$ cat config.mk
export PLATFORM = sky130hd
export DESIGN_NAME = smem_timer
export DESIGN_NICKNAME = d
export VERILOG_FILES = /design/src/rtl/smem_pkg.sv /design/src/rtl/smem_tsel.sv /design/src/rtl/smem_phase.sv /design/src/rtl/smem_pins.sv /design/src/rtl/smem_timer.sv
export SDC_FILE = /design/constraint.sdc
export NUM_CORES = 1
export LEC_CHECK = 0
export ABC_CLOCK_PERIOD_IN_PS = 1810
export BUFFER_PORTS_ARGS = -buffer_cell sky130_fd_sc_hd__buf_2
export CORE_UTILIZATION = 45
export CTS_CLUSTER_SIZE = 24
export DETAILED_ROUTE_END_ITERATION = 6
export PLACE_DENSITY = 0.82
export SYNTH_ARGS = -nofsm -noshare
export SYNTH_HDL_FRONTEND = slang
export SYNTH_SLANG_ARGS = --single-unit
$ cat constraint.sdc
create_clock -name clk_i -period 1.81 [get_ports clk_i]
set_input_delay 0.362 -clock clk_i [delete_from_list [all_inputs] [get_ports clk_i]]
set_output_delay 0.362 -clock clk_i [all_outputs]
set_load 0.01 [all_outputs]
$ cat src/rtl/smem_pkg.sv
package smem_pkg;

  typedef enum logic [2:0] {
    PH_IDLE  = 3'd0,
    PH_SETUP = 3'd1,
    PH_HOLD  = 3'd2,
    PH_DATA  = 3'd3,
    PH_WHOLD = 3'd4,
    PH_TURN  = 3'd5
  } phase_e;

  typedef struct packed {
    logic nor_style;
    logic ext;
    logic mux;
  } mode_t;

endpackage

$ cat src/rtl/smem_tsel.sv
// Picks the active timing set for a new request and normalises the counts.
module smem_tsel #(
  parameter int CNT_W = 4
) (
  input  logic             we_i,
  input  logic             ext_i,
  input  logic             mux_i,
  input  logic [CNT_W-1:0] rd_setup_i,
  input  logic [CNT_W-1:0] rd_hold_i,
  input  logic [CNT_W-1:0] rd_dphase_i,
  input  logic [CNT_W-1:0] rd_turn_i,
  input  logic [CNT_W-1:0] wr_setup_i,
  input  logic [CNT_W-1:0] wr_hold_i,
  input  logic [CNT_W-1:0] wr_dphase_i,
  output logic [CNT_W-1:0] setup_o,
  output logic [CNT_W-1:0] hold_o,
  output logic [CNT_W-1:0] dphase_o,
  output logic [CNT_W-1:0] turn_o
);

  localparam logic [CNT_W-1:0] ONE = CNT_W'(1);

  logic             use_wr;
  logic [CNT_W-1:0] dph_raw;

  assign use_wr  = we_i && ext_i;
  assign setup_o = use_wr ? wr_setup_i : rd_setup_i;
  assign hold_o  = use_wr ? wr_hold_i  : rd_hold_i;
  assign dph_raw = use_wr ? wr_dphase_i : rd_dphase_i;
  // write-hold cycle needs a data phase of at least one cycle
  assign dphase_o = (dph_raw == '0) ? ONE : dph_raw;
  // turnaround only protects a multiplexed bus after a read
  assign turn_o   = (mux_i && !we_i) ? rd_turn_i : '0;

endmodule

$ cat src/rtl/smem_phase.sv
// Phase sequencer: setup -> hold -> data -> (write hold | turnaround) -> idle.
module smem_phase
  import smem_pkg::*;
#(
  parameter int CNT_W = 4
) (
  input  logic             clk_i,
  input  logic             rst_ni,
  input  logic             start_i,
  input  logic             we_i,
  input  logic [CNT_W-1:0] setup_i,
  input  logic [CNT_W-1:0] hold_i,
  input  logic [CNT_W-1:0] dphase_i,
  input  logic [CNT_W-1:0] turn_i,
  output phase_e           phase_o,
  output logic             capture_o,
  output logic             done_o
);

  localparam logic [CNT_W-1:0] ONE = CNT_W'(1);

  phase_e           ph_q, ph_d;
  logic [CNT_W-1:0] cnt_q, cnt_d;
  logic [CNT_W-1:0] hold_q, dph_q, turn_q;
  logic             we_q;
  logic             done_q, done_d;
  logic             last;

  assign last = (cnt_q == '0);

  always_comb begin
    ph_d   = ph_q;
    cnt_d  = cnt_q;
    done_d = 1'b0;
    unique case (ph_q)
      PH_IDLE: begin
        if (start_i) begin
          if (setup_i != '0) begin
            ph_d  = PH_SETUP;
            cnt_d = setup_i - ONE;
          end else if (hold_i != '0) begin
            ph_d  = PH_HOLD;
            cnt_d = hold_i - ONE;
          end else begin
            ph_d  = PH_DATA;
            cnt_d = dphase_i - ONE;
          end
        end
      end
      PH_SETUP: begin
        if (!last) begin
          cnt_d = cnt_q - ONE;
        end else if (hold_q != '0) begin
          ph_d  = PH_HOLD;
          cnt_d = hold_q - ONE;
        end else begin
          ph_d  = PH_DATA;
          cnt_d = dph_q - ONE;
        end
      end
      PH_HOLD: begin
        if (!last) begin
          cnt_d = cnt_q - ONE;
        end else begin
          ph_d  = PH_DATA;
          cnt_d = dph_q - ONE;
        end
      end
      PH_DATA: begin
        if (!last) begin
          cnt_d = cnt_q - ONE;
        end else if (we_q) begin
          ph_d  = PH_WHOLD;
          cnt_d = '0;
        end else if (turn_q != '0) begin
          ph_d  = PH_TURN;
          cnt_d = turn_q - ONE;
        end else begin
          ph_d   = PH_IDLE;
          done_d = 1'b1;
        end
      end
      PH_WHOLD: begin
        ph_d   = PH_IDLE;
        done_d = 1'b1;
      end
      PH_TURN: begin
        if (!last) begin
          cnt_d = cnt_q - ONE;
        end else begin
          ph_d   = PH_IDLE;
          done_d = 1'b1;
        end
      end
      default: ph_d = PH_IDLE;
    endcase
  end

  always_ff @(posedge clk_i or negedge rst_ni) begin
    if (!rst_ni) begin
      ph_q   <= PH_IDLE;
      cnt_q  <= '0;
      done_q <= 1'b0;
    end else begin
      ph_q   <= ph_d;
      cnt_q  <= cnt_d;
      done_q <= done_d;
    end
  end

  always_ff @(posedge clk_i or negedge rst_ni) begin
    if (!rst_ni) begin
      hold_q <= '0;
      dph_q  <= '0;
      turn_q <= '0;
      we_q   <= 1'b0;
    end else if (start_i && ph_q == PH_IDLE) begin
      hold_q <= hold_i;
      dph_q  <= dphase_i;
      turn_q <= turn_i;
      we_q   <= we_i;
    end
  end

  assign phase_o   = ph_q;
  assign capture_o = (ph_q == PH_DATA) && last && !we_q;
  assign done_o    = done_q;

endmodule

$ cat src/rtl/smem_pins.sv
// Decodes memory pin levels from the registered phase and latched request.
module smem_pins
  import smem_pkg::*;
#(
  parameter int ADDR_W = 26,
  parameter int DATA_W = 16,
  parameter int NUM_CS = 4,
  localparam int CS_W  = (NUM_CS > 1) ? $clog2(NUM_CS) : 1
) (
  input  phase_e            phase_i,
  input  mode_t             mode_i,
  input  logic              we_i,
  input  logic [CS_W-1:0]   cs_i,
  input  logic [ADDR_W-1:0] addr_i,
  input  logic [DATA_W-1:0] wdata_i,
  output logic [NUM_CS-1:0] ce_n_o,
  output logic              oe_n_o,
  output logic              we_n_o,
  output logic              adv_n_o,
  output logic [ADDR_W-1:0] addr_o,
  output logic [DATA_W-1:0] data_o,
  output logic              data_oe_o
);

  logic act;
  logic addr_ph;
  logic oe_wide;

  assign act     = (phase_i == PH_SETUP) || (phase_i == PH_HOLD) ||
                   (phase_i == PH_DATA)  || (phase_i == PH_WHOLD);
  assign addr_ph = (phase_i == PH_SETUP) || (phase_i == PH_HOLD);
  assign oe_wide = !mode_i.ext && !mode_i.mux;

  for (genvar g = 0; g < NUM_CS; g++) begin : g_ce
    assign ce_n_o[g] = !(act && (cs_i == CS_W'(g)));
  end

  assign oe_n_o    = !(!we_i && ((phase_i == PH_DATA) || (oe_wide && addr_ph)));
  assign we_n_o    = !(we_i && (phase_i == PH_DATA));
  assign adv_n_o   = !(mode_i.nor_style && (phase_i == PH_SETUP));
  assign data_oe_o = act && (we_i || (mode_i.mux && addr_ph));
  assign data_o    = (mode_i.mux && addr_ph) ? addr_i[DATA_W-1:0] : wdata_i;
  assign addr_o    = addr_i;

endmodule

$ cat src/rtl/smem_timer.sv
module smem_timer
  import smem_pkg::*;
#(
  parameter int ADDR_W = 26,
  parameter int DATA_W = 16,
  parameter int NUM_CS = 4,
  parameter int CNT_W  = 4,
  localparam int CS_W  = (NUM_CS > 1) ? $clog2(NUM_CS) : 1
) (
  input  logic              clk_i,
  input  logic              rst_ni,
  input  logic              req_i,
  input  logic              req_we_i,
  input  logic [CS_W-1:0]   req_cs_i,
  input  logic [ADDR_W-1:0] req_addr_i,
  input  logic [DATA_W-1:0] req_wdata_i,
  input  logic              cfg_nor_i,
  input  logic              cfg_ext_i,
  input  logic              cfg_mux_i,
  input  logic [CNT_W-1:0]  rd_setup_i,
  input  logic [CNT_W-1:0]  rd_hold_i,
  input  logic [CNT_W-1:0]  rd_dphase_i,
  input  logic [CNT_W-1:0]  rd_turn_i,
  input  logic [CNT_W-1:0]  wr_setup_i,
  input  logic [CNT_W-1:0]  wr_hold_i,
  input  logic [CNT_W-1:0]  wr_dphase_i,
  output logic [NUM_CS-1:0] mem_ce_n_o,
  output logic              mem_oe_n_o,
  output logic              mem_we_n_o,
  output logic              mem_adv_n_o,
  output logic [ADDR_W-1:0] mem_addr_o,
  output logic [DATA_W-1:0] mem_data_o,
  output logic              mem_data_oe_o,
  input  logic [DATA_W-1:0] mem_data_i,
  output logic [DATA_W-1:0] rdata_o,
  output logic              done_o
);

  phase_e            phase;
  logic              start;
  logic              capture;
  logic [CNT_W-1:0]  t_setup, t_hold, t_dph, t_turn;

  logic              we_q;
  logic [CS_W-1:0]   cs_q;
  logic [ADDR_W-1:0] addr_q;
  logic [DATA_W-1:0] wdata_q;
  mode_t             mode_q;
  logic [DATA_W-1:0] rdata_q;

  assign start = req_i && (phase == PH_IDLE);

  smem_tsel #(.CNT_W(CNT_W)) u_tsel (
    .we_i        (req_we_i),
    .ext_i       (cfg_ext_i),
    .mux_i       (cfg_mux_i),
    .rd_setup_i  (rd_setup_i),
    .rd_hold_i   (rd_hold_i),
    .rd_dphase_i (rd_dphase_i),
    .rd_turn_i   (rd_turn_i),
    .wr_setup_i  (wr_setup_i),
    .wr_hold_i   (wr_hold_i),
    .wr_dphase_i (wr_dphase_i),
    .setup_o     (t_setup),
    .hold_o      (t_hold),
    .dphase_o    (t_dph),
    .turn_o      (t_turn)
  );

  smem_phase #(.CNT_W(CNT_W)) u_phase (
    .clk_i     (clk_i),
    .rst_ni    (rst_ni),
    .start_i   (start),
    .we_i      (req_we_i),
    .setup_i   (t_setup),
    .hold_i    (t_hold),
    .dphase_i  (t_dph),
    .turn_i    (t_turn),
    .phase_o   (phase),
    .capture_o (capture),
    .done_o    (done_o)
  );

  always_ff @(posedge clk_i or negedge rst_ni) begin
    if (!rst_ni) begin
      we_q    <= 1'b0;
      cs_q    <= '0;
      addr_q  <= '0;
      wdata_q <= '0;
      mode_q  <= '0;
    end else if (start) begin
      we_q    <= req_we_i;
      cs_q    <= req_cs_i;
      addr_q  <= req_addr_i;
      wdata_q <= req_wdata_i;
      mode_q  <= '{nor_style: cfg_nor_i, ext: cfg_ext_i, mux: cfg_mux_i};
    end
  end

  // sampled on the edge that ends the data phase, chip enable still low
  always_ff @(posedge clk_i or negedge rst_ni) begin
    if (!rst_ni)      rdata_q <= '0;
    else if (capture) rdata_q <= mem_data_i;
  end
  assign rdata_o = rdata_q;

  smem_pins #(
    .ADDR_W (ADDR_W),
    .DATA_W (DATA_W),
    .NUM_CS (NUM_CS)
  ) u_pins (
    .phase_i   (phase),
    .mode_i    (mode_q),
    .we_i      (we_q),
    .cs_i      (cs_q),
    .addr_i    (addr_q),
    .wdata_i   (wdata_q),
    .ce_n_o    (mem_ce_n_o),
    .oe_n_o    (mem_oe_n_o),
    .we_n_o    (mem_we_n_o),
    .adv_n_o   (mem_adv_n_o),
    .addr_o    (mem_addr_o),
    .data_o    (mem_data_o),
    .data_oe_o (mem_data_oe_o)
  );

endmodule

==> results of run 1 <==
-- flip-flops by register name, indices dropped and copies added, names as in the netlist, 2 cells and up --
name	count
addr_q	26
cs_q	2
mode_q	3
rdata_o	16
u_phase.cnt_q	4
u_phase.dph_q	4
u_phase.hold_q	4
u_phase.phase_o	3
u_phase.turn_q	4
wdata_q	16
-- area by class of cell --
type	instances	area share [%]
multi-input cells	363	35.7
flip-flops and latches	84	31.8
repair buffers	248	26.7
inverters	9	0.510
clock buffers	12	2.34
well taps	129	2.43
clock inverters	4	0.472
-- cells by family after synthesis --
kind of cell / share of synthesized area (%)
DFF: 48.5
xor gates and xnor gates: 1.82
adders and majority gates: 1.96
muxes: 10.3
buffers and inverters: 3.11
and+or+nand+nor: 23.7
AOI/OAI and AO/OA: 10.7
-- what timing repair did --
item / 4_1_cts / 5_1_grt
gates cloned: 1 / 3
setup endpoints to repair: 32 / 52
hold endpoints to repair: 26 / 0
setup buffers: 6 / 8
resized for setup: 55 / 16
pin swaps: 8 / 2
hold buffers: 1 / 0
-- worst min-delay path by stage --
stage / startpoint / endpoint / slack (ns) / cells after the start
after floorplan: rst_ni / addr_q[0]$_DFFE_PN0P_ / 0.07 / 0
after global placement: rst_ni / rdata_o[9]$_DFFE_PN0P_ / 0.31 / 1
after detailed placement: rst_ni / rdata_o[13]$_DFFE_PN0P_ / 0.31 / 1
after CTS: req_addr_i[3] / addr_q[3]$_DFFE_PN0P_ / 0.18 / 3
after global routing: req_addr_i[1] / addr_q[1]$_DFFE_PN0P_ / 0.18 / 3
final: req_addr_i[5] / addr_q[5]$_DFFE_PN0P_ / 0.20 / 3
-- cells in the mapped netlist, types with 2 or more instances --
cell and instances:
a31oi_1 3, and3_1 4, a221o_1 2, and2_1 3, a21o_1 4, a21oi_1 11, or3b_2 2, inv_1 9
buf_2 9, o22ai_1 2, mux2i_1 6, nor2_1 20, xor2_1 5, ha_1 6, nor4_1 3, nor2b_1 5
o21ai_0 19, dfrtp_1 84, a22oi_1 2, o211ai_1 3, or3_1 3, a221oi_1 5, clkbuf_1 14, nor3_1 8
o31ai_1 3, nand3_1 6, nand2b_1 3, xnor2_1 4, nor3b_1 3, nand2_1 174, mux2_2 33
-- per-layer routing --
layer / up-vias / track usage, % / wire (um)
li1: 2094 / - / -
met1: 2167 / 33.2 / 5730
met2: 184 / 46.5 / 7060
met3: 31 / 5.78 / 833
met4: 0 / 10.0 / 275
met5: - / 0 / 0
-- power breakdown --
part | leakage, nW | switching [mW] | internal, mW | total, mW
logic | 2.33 | 3.41 | 3.83 | 7.24
clock network | 0.0852 | 0.682 | 0.580 | 1.26
registers | 1.04 | 0.669 | 2.77 | 3.44
-- tightest hold or removal path, cell delays in order --
cell	delay [ns]
buf_2	0.07
nand2_1	0.04
nand2_1	0.04
-- metrics by stage --
step           instances  setup TNS, ns
6_report             849         -10.47
2_1_floorplan        480         -0.504
3_5_place_dp         818          -2.62
4_1_cts              840          -8.66
5_1_grt              849         -12.32
3_3_place_gp         818          -1.65
==> summary.txt, run 1 <==
GRT
  • Vias in the first global route: 4,437
  • Initial antenna violation count: 0
  • Largest net degree at the start of global routing: 48
  • First-pass GRT wire length: 21.1 mm
  • GRT overflow: 0
  • Global Route Usage Sum: around 27%

STA
  • Final Setup Violations: 28
  • Slew headroom: 69.3%
  • Final Max Slew Viols: 0
  • Minimum clock period: 2.28 ns
  • RSZ-0062 raised after global routing: true
  • Fin crit share: 126%
  • Slew @ Worst Pin: 0.455 ns
  • Worst setup margin: -0.469 ns
  • WHS: 0.197 ns
  • Fin. Hold Viols: 0
  • Peak Freq: 0.439 GHz
  • Worst clock skew: 0.00997 ns

Route
  • DR vias/cell: 5.27
  • DRT Wirelength: about 14 mm
  • Total iterations of the first detailed-routing run: 5
  • ANT nets after route: 0
  • Wire length per cell: 16.4 um
  • Initial DRC Count: 244
  • Vias post-DR: around 4,500
  • Drt drc: 0

Setup path
  • FF-to-FF setup slack: -0.18 ns
  • Reg2Reg Depth: 8
  • CP max stage cell: dfrtp_2
  • Crit-path max cell delay: 0.44 ns
  • Worst path top cell family by delay: buffers and inverters
  • Crit Path Category: flip-flop to output pin
  • Crit-path max FO: 16
  • Crit path capture: mem_data_oe_o
  • CP endpoint kind: output pin
  • Startpoint types: flip-flop
  • Most used cell, CP: buf_4
  • Crit Reg-Reg Endpoint: u_phase.cnt_q[3]$_DFFE_PN0P_
  • Required time of the worst setup path: about 1.5 ns
  • CP arrival: roughly 1.9 ns
  • CP Depth: 8
  • Worst setup path start: u_phase.phase_o[1]$_DFFE_PN0P_
  • Crit Reg-Reg Startpoint: u_phase.phase_o[1]$_DFFE_PN0P_
  • Worst Path Buf+Inv: 5
  • Crit path cell chain: buf_4 > buf_12 > nor2_4 > buf_6 > buf_4 > nor4_2 > a31o_2 > buf_2

Die
  • Core area: between 9000 and 10,000 um^2
  • Die W: 100 um
  • Die Ht: about 100 um
  • Io pins: 162
  • Die ar.: 10,000 um^2
  • Site row count: 35
  • Starting Density: 46.7%

Place
  • DP HPWL: a little over 9 mm
  • DP Worst Slack: -0.387 ns
  • Port Buf Inserts: 161
  • Routability Congestion: 0.911
  • Placed cell area: 5920 um^2

Layout
  • Share of cells above drive strength 1: 46.7%
  • Area Growth Syn to Fin: 52.8%
  • ANT cells: 0
  • Fillcell total: 673
  • Final core occ: 71.4%
  • Multi-input logic area: between 2000 and 2500 um^2
  • Most common cell after layout, fill and taps aside: nand2_1
  • Post-route cell area: between 6000 and 7000 um^2
  • Register area: about 2100 um^2
  • Final #Nets: 816
  • Commonest cells after routing, fill and taps aside: nand2_1 (172), buf_2 (142), dfrtp_1 (81)

Clock network
  • CTS clock-pin slew for the worst setup and hold paths: about 0.090 ns
  • Clock sink total: 84
  • Clock buffer depth: 2
  • Root buf cell: clkbuf_8
  • Max H-tree Level: 3
  • CTS tree: built
  • CTS buffer count: 9
  • Worst-Skew Late Latency: 0.35 ns

Yosys
  • Top cells by area, synth: dfrtp_1 (48%), nand2_1 (15%), mux2_2 (8.6%), o21ai_0 (2.2%), ha_1 (1.7%)
  • Ys Warns: 0
  • Avg Cell Area, Syn: approximately 9 um^2
  • Cell variety after synth: 53
  • Cell taking the most area after synthesis: dfrtp_1
  • Synth Instances: 480
  • Seq/Total Area, Yosys: 48.5%
  • Main synth FF type: dfrtp_1
  • Synth top area share: 48.5%
  • Async set-reset flop share out of synthesis: 100%
  • Synthesized cell area: 4340 um^2
  • Synthesis-stage register bit count: 84
  • EDFF count, synth: 0
  • Syn Nets: around 580

Pwr
  • Pwr/cell area: 1800 nW/um^2
  • Power, Total: 11.9 mW
  • Peak supply drop: 1130 uV
  • Leakage: 3.45 nW

Outcome
  • Failing checks: setup timing
  • Status: finished with violations

Flow run
  • Max cap viols: 0

Hold path
  • Worst Hold Class: input port to flip-flop
Note: power is estimated with default switching activity, not from simulation.
==> run 2: changes to the inputs <==
--- a/config.mk
+++ b/config.mk
@@ -5,12 +5,14 @@
 export SDC_FILE = /design/constraint.sdc
 export NUM_CORES = 1
 export LEC_CHECK = 0
+export ABC_AREA = 1
 export ABC_CLOCK_PERIOD_IN_PS = 1810
 export BUFFER_PORTS_ARGS = -buffer_cell sky130_fd_sc_hd__buf_2
 export CORE_UTILIZATION = 45
 export CTS_CLUSTER_SIZE = 24
 export DETAILED_ROUTE_END_ITERATION = 6
 export PLACE_DENSITY = 0.82
+export SKIP_LAST_GASP = 1
 export SYNTH_ARGS = -nofsm -noshare
 export SYNTH_HDL_FRONTEND = slang
 export SYNTH_SLANG_ARGS = --single-unit
==> run 2 against run 1 <==
Net effect:
- the run still ends with setup timing left
- sequential cell count is the same
- utilization shrank 1.7 points
- critical path depth shrank 2
- sequential share of layout area grew 0.87 points
- critical endpoint is now mem_data_o[5]
- first-iteration DRC count grew 7.8%
- clock skew grew 0.0092 ns
- maximum frequency grew 8.6%
- die area shrank 0.71%
- final area shrank 2.8%
==> summary.txt, run 2 <==
Outcome
  • Status: finished with violations
  • Failing checks: setup timing

Die
  • Io pins: 162
  • Core area: just over 9000 um^2
  • Die W: 99.8 um
  • Starting Density: 46.6%
  • Die Ht: 99.8 um
  • Site row count: 35
  • Die ar.: 9970 um^2

Pwr
  • Pwr/cell area: 1790 nW/um^2
  • Peak supply drop: 1080 uV
  • Leakage: 3.53 nW

Place
  • DP HPWL: 8.65 mm
  • Placed cell count: 836
  • Routability Congestion: a little under 0.9
  • Port Buf Inserts: approximately 160

STA
  • Fin. Hold Viols: 0
  • Slew headroom: 72.5%
  • Fin crit share: 116%
  • Final Max Slew Viols: 0
  • Slew @ Worst Pin: about 0.41 ns
  • Minimum clock period: about 2.1 ns
  • Worst setup margin: -0.287 ns
  • Worst clock skew: approximately 0.019 ns
  • Final Setup Violations: 77
  • Setup TNS: -9.28 ns
  • RSZ-0062 raised after global routing: true
  • Peak Freq: 0.477 GHz

GRT
  • Initial antenna violation count: 0
  • GRT overflow: 0
  • First-pass GRT wire length: 18.8 mm
  • Global Route Usage Sum: 23.8%
  • Vias in the first global route: roughly 4,300
  • Largest net degree at the start of global routing: 56

Route
  • Initial DRC Count: 263
  • DRT Wirelength: around 14 mm
  • Vias post-DR: 4,536
  • DR vias/cell: 5.15
  • ANT nets after route: 0
  • Total iterations of the first detailed-routing run: 5
  • Drt drc: 0
  • Wire length per cell: between 15 and 20 um

Yosys
  • Commonest cells in the netlist: nand2_1 (219), dfrtp_1 (84), inv_1 (47)
  • Syn Nets: around 630
  • Avg Cell Area, Syn: slightly above 8 um^2
  • Cell variety after synth: 32
  • Synth Instances: 527
  • Top-count cell post-synth: nand2_1
  • Seq/Total Area, Yosys: 48.8%
  • Ys Warns: 0
  • Synth top area share: 48.8%
  • Synthesis-stage register bit count: 84
  • EDFF count, synth: 0
  • Async set-reset flop share out of synthesis: 100%
  • Top cells by area, synth: dfrtp_1 (49%), nand2_1 (19%), mux2_2 (7.6%), inv_1 (4.1%), nand3_1 (3.1%)
  • Main synth FF type: dfrtp_1
  • Cell taking the most area after synthesis: dfrtp_1
  • Synthesized cell area: 4310 um^2

Setup path
  • CP max stage cell: dfrtp_2
  • Crit-path max cell delay: 0.45 ns
  • Crit Path Category: flip-flop to output pin
  • Crit path cell chain: nand3_2 > nand2_2 > nand2_4 > clkbuf_16 > mux2_2 > buf_6
  • CP endpoint kind: output pin
  • Required time of the worst setup path: 1.45 ns
  • CP arrival: 1.74 ns
  • Crit-path max FO: 5
  • Startpoint types: flip-flop

Layout
  • Area Growth Syn to Fin: 49.6%
  • Most common cell after layout, fill and taps aside: nand2_1
  • Reg with most FFs: addr_q
  • ANT cells: 0
  • Final #Nets: 849
  • Commonest cells after routing, fill and taps aside: nand2_1 (213), buf_2 (144), dfrtp_1 (83)
  • Number of flip-flops in the largest register: 26
  • Register area: 2100 um^2
  • Multi-input logic area: between 2000 and 2500 um^2
  • Final cell count without fillers: 881
  • Fillcell total: 671
  • Share of cells above drive strength 1: 43.5%

Clock network
  • Worst-Skew Late Latency: 0.36 ns
  • Root buf cell: clkbuf_8
  • Clock buffer depth: 2
  • CTS tree: built
  • Max H-tree Level: 3
  • CTS buffer count: 9
  • CTS clock-pin slew for the worst setup and hold paths: roughly 0.10 ns
  • Clock sink total: 84

Flow run
  • Max cap viols: 0

Hold path
  • Worst Hold Class: input port to flip-flop
==> run 2: cell types whose count changed after synthesis, sizes merged, moves of 7 or more <==
cell	delta
clkbuf	-13
o21ai	+7
inv	+44
nand2	+47
buf	+7
nand3	+21
==> run 2: logic make-up after synthesis <==
logic type | after synthesis | synth area share, %
AOI/OAI and AO/OA | 47 | 6.30
xor gates and xnor gates | 7 | 1.42
adders and majority gates | 6 | 1.74
buffers and inverters | 71 | 6.97
DFF | 84 | 48.8
muxes | 32 | 8.37
and+or+nand+nor | 280 | 26.4
==> run 2: what timing repair did <==
action | 4_1_cts | 5_1_grt
gates resized for setup | 21 | 70
pin swaps | 3 | 14
setup buffers | 5 | 10
endpoints found under the setup margin | 27 | 93
hold buffers | 1 | 0
hold endpoints to repair | 29 | 0
gates cloned | 1 | 14
==> run 2: worst paths after layout <==
kind                                                 end  slack (ns)                      startpoint  depth (start not counted)
setup / recovery                           mem_data_o[5]       -0.29  u_phase.phase_o[0]$_DFFE_PN0P_                          6
min in group asynchronous            cs_q[1]$_DFFE_PN0P_        0.49                          rst_ni                          2
hold / removal                     addr_q[8]$_DFFE_PN0P_        0.20                   req_addr_i[8]                          3
max in group asynchronous  u_phase.turn_q[2]$_DFFE_PN0P_        0.68                          rst_ni                          3
setup reg to reg                  wdata_q[1]$_DFFE_PN0P_       -0.15  u_phase.phase_o[1]$_DFFE_PN0P_                         12
hold reg to reg                   addr_q[22]$_DFFE_PN0P_        0.48          addr_q[22]$_DFFE_PN0P_                          2
==> run 2: routing by layer <==
metal,up-vias,wire length [um],GRT usage (%)
met4,0,518,10.5
met3,52,904,4.60
met2,217,7210,42.1
met1,2156,5260,28.0
met5,-,0,0
li1,2111,-,-
==> run 2: metrics by stage <==
stage	setup WS [ns]	hold slack, ns	cell area [um^2]	total power [mW]	utilization, %
2_1_floorplan	-0.0871	0.0664	4310	6.29	-
4_1_cts	-0.284	0.187	5820	9.87	63.0
5_1_grt	-0.353	0.195	6440	12.2	69.7
3_5_place_dp	-0.241	0.320	5510	8.34	59.6
6_report	-0.287	0.197	6440	11.5	69.7
3_3_place_gp	-0.125	0.304	5510	8.16	59.6
==> run 2: where the power goes <==
part	switching (mW)	internal [mW]
Clock	0.726	0.508
Combinational	3.53	3.32
Sequential	0.636	2.78
==> run 2: area by class of cell <==
cell class	instances	area share [%]
repair buffers	227	26.2
well taps	129	2.50
flip-flops and latches	84	32.6
inverters	53	3.32
clock inverters	6	0.757
clock buffers	9	1.92
multi-input cells	373	32.7
==> run 2: worst max-delay path: cells and delay by family (launching register included) <==
family                 cells  cell delay, ns
DFF                        1            0.45
muxes                      1            0.35
and+or+nand+nor            3            0.30
buffers and inverters      2            0.28
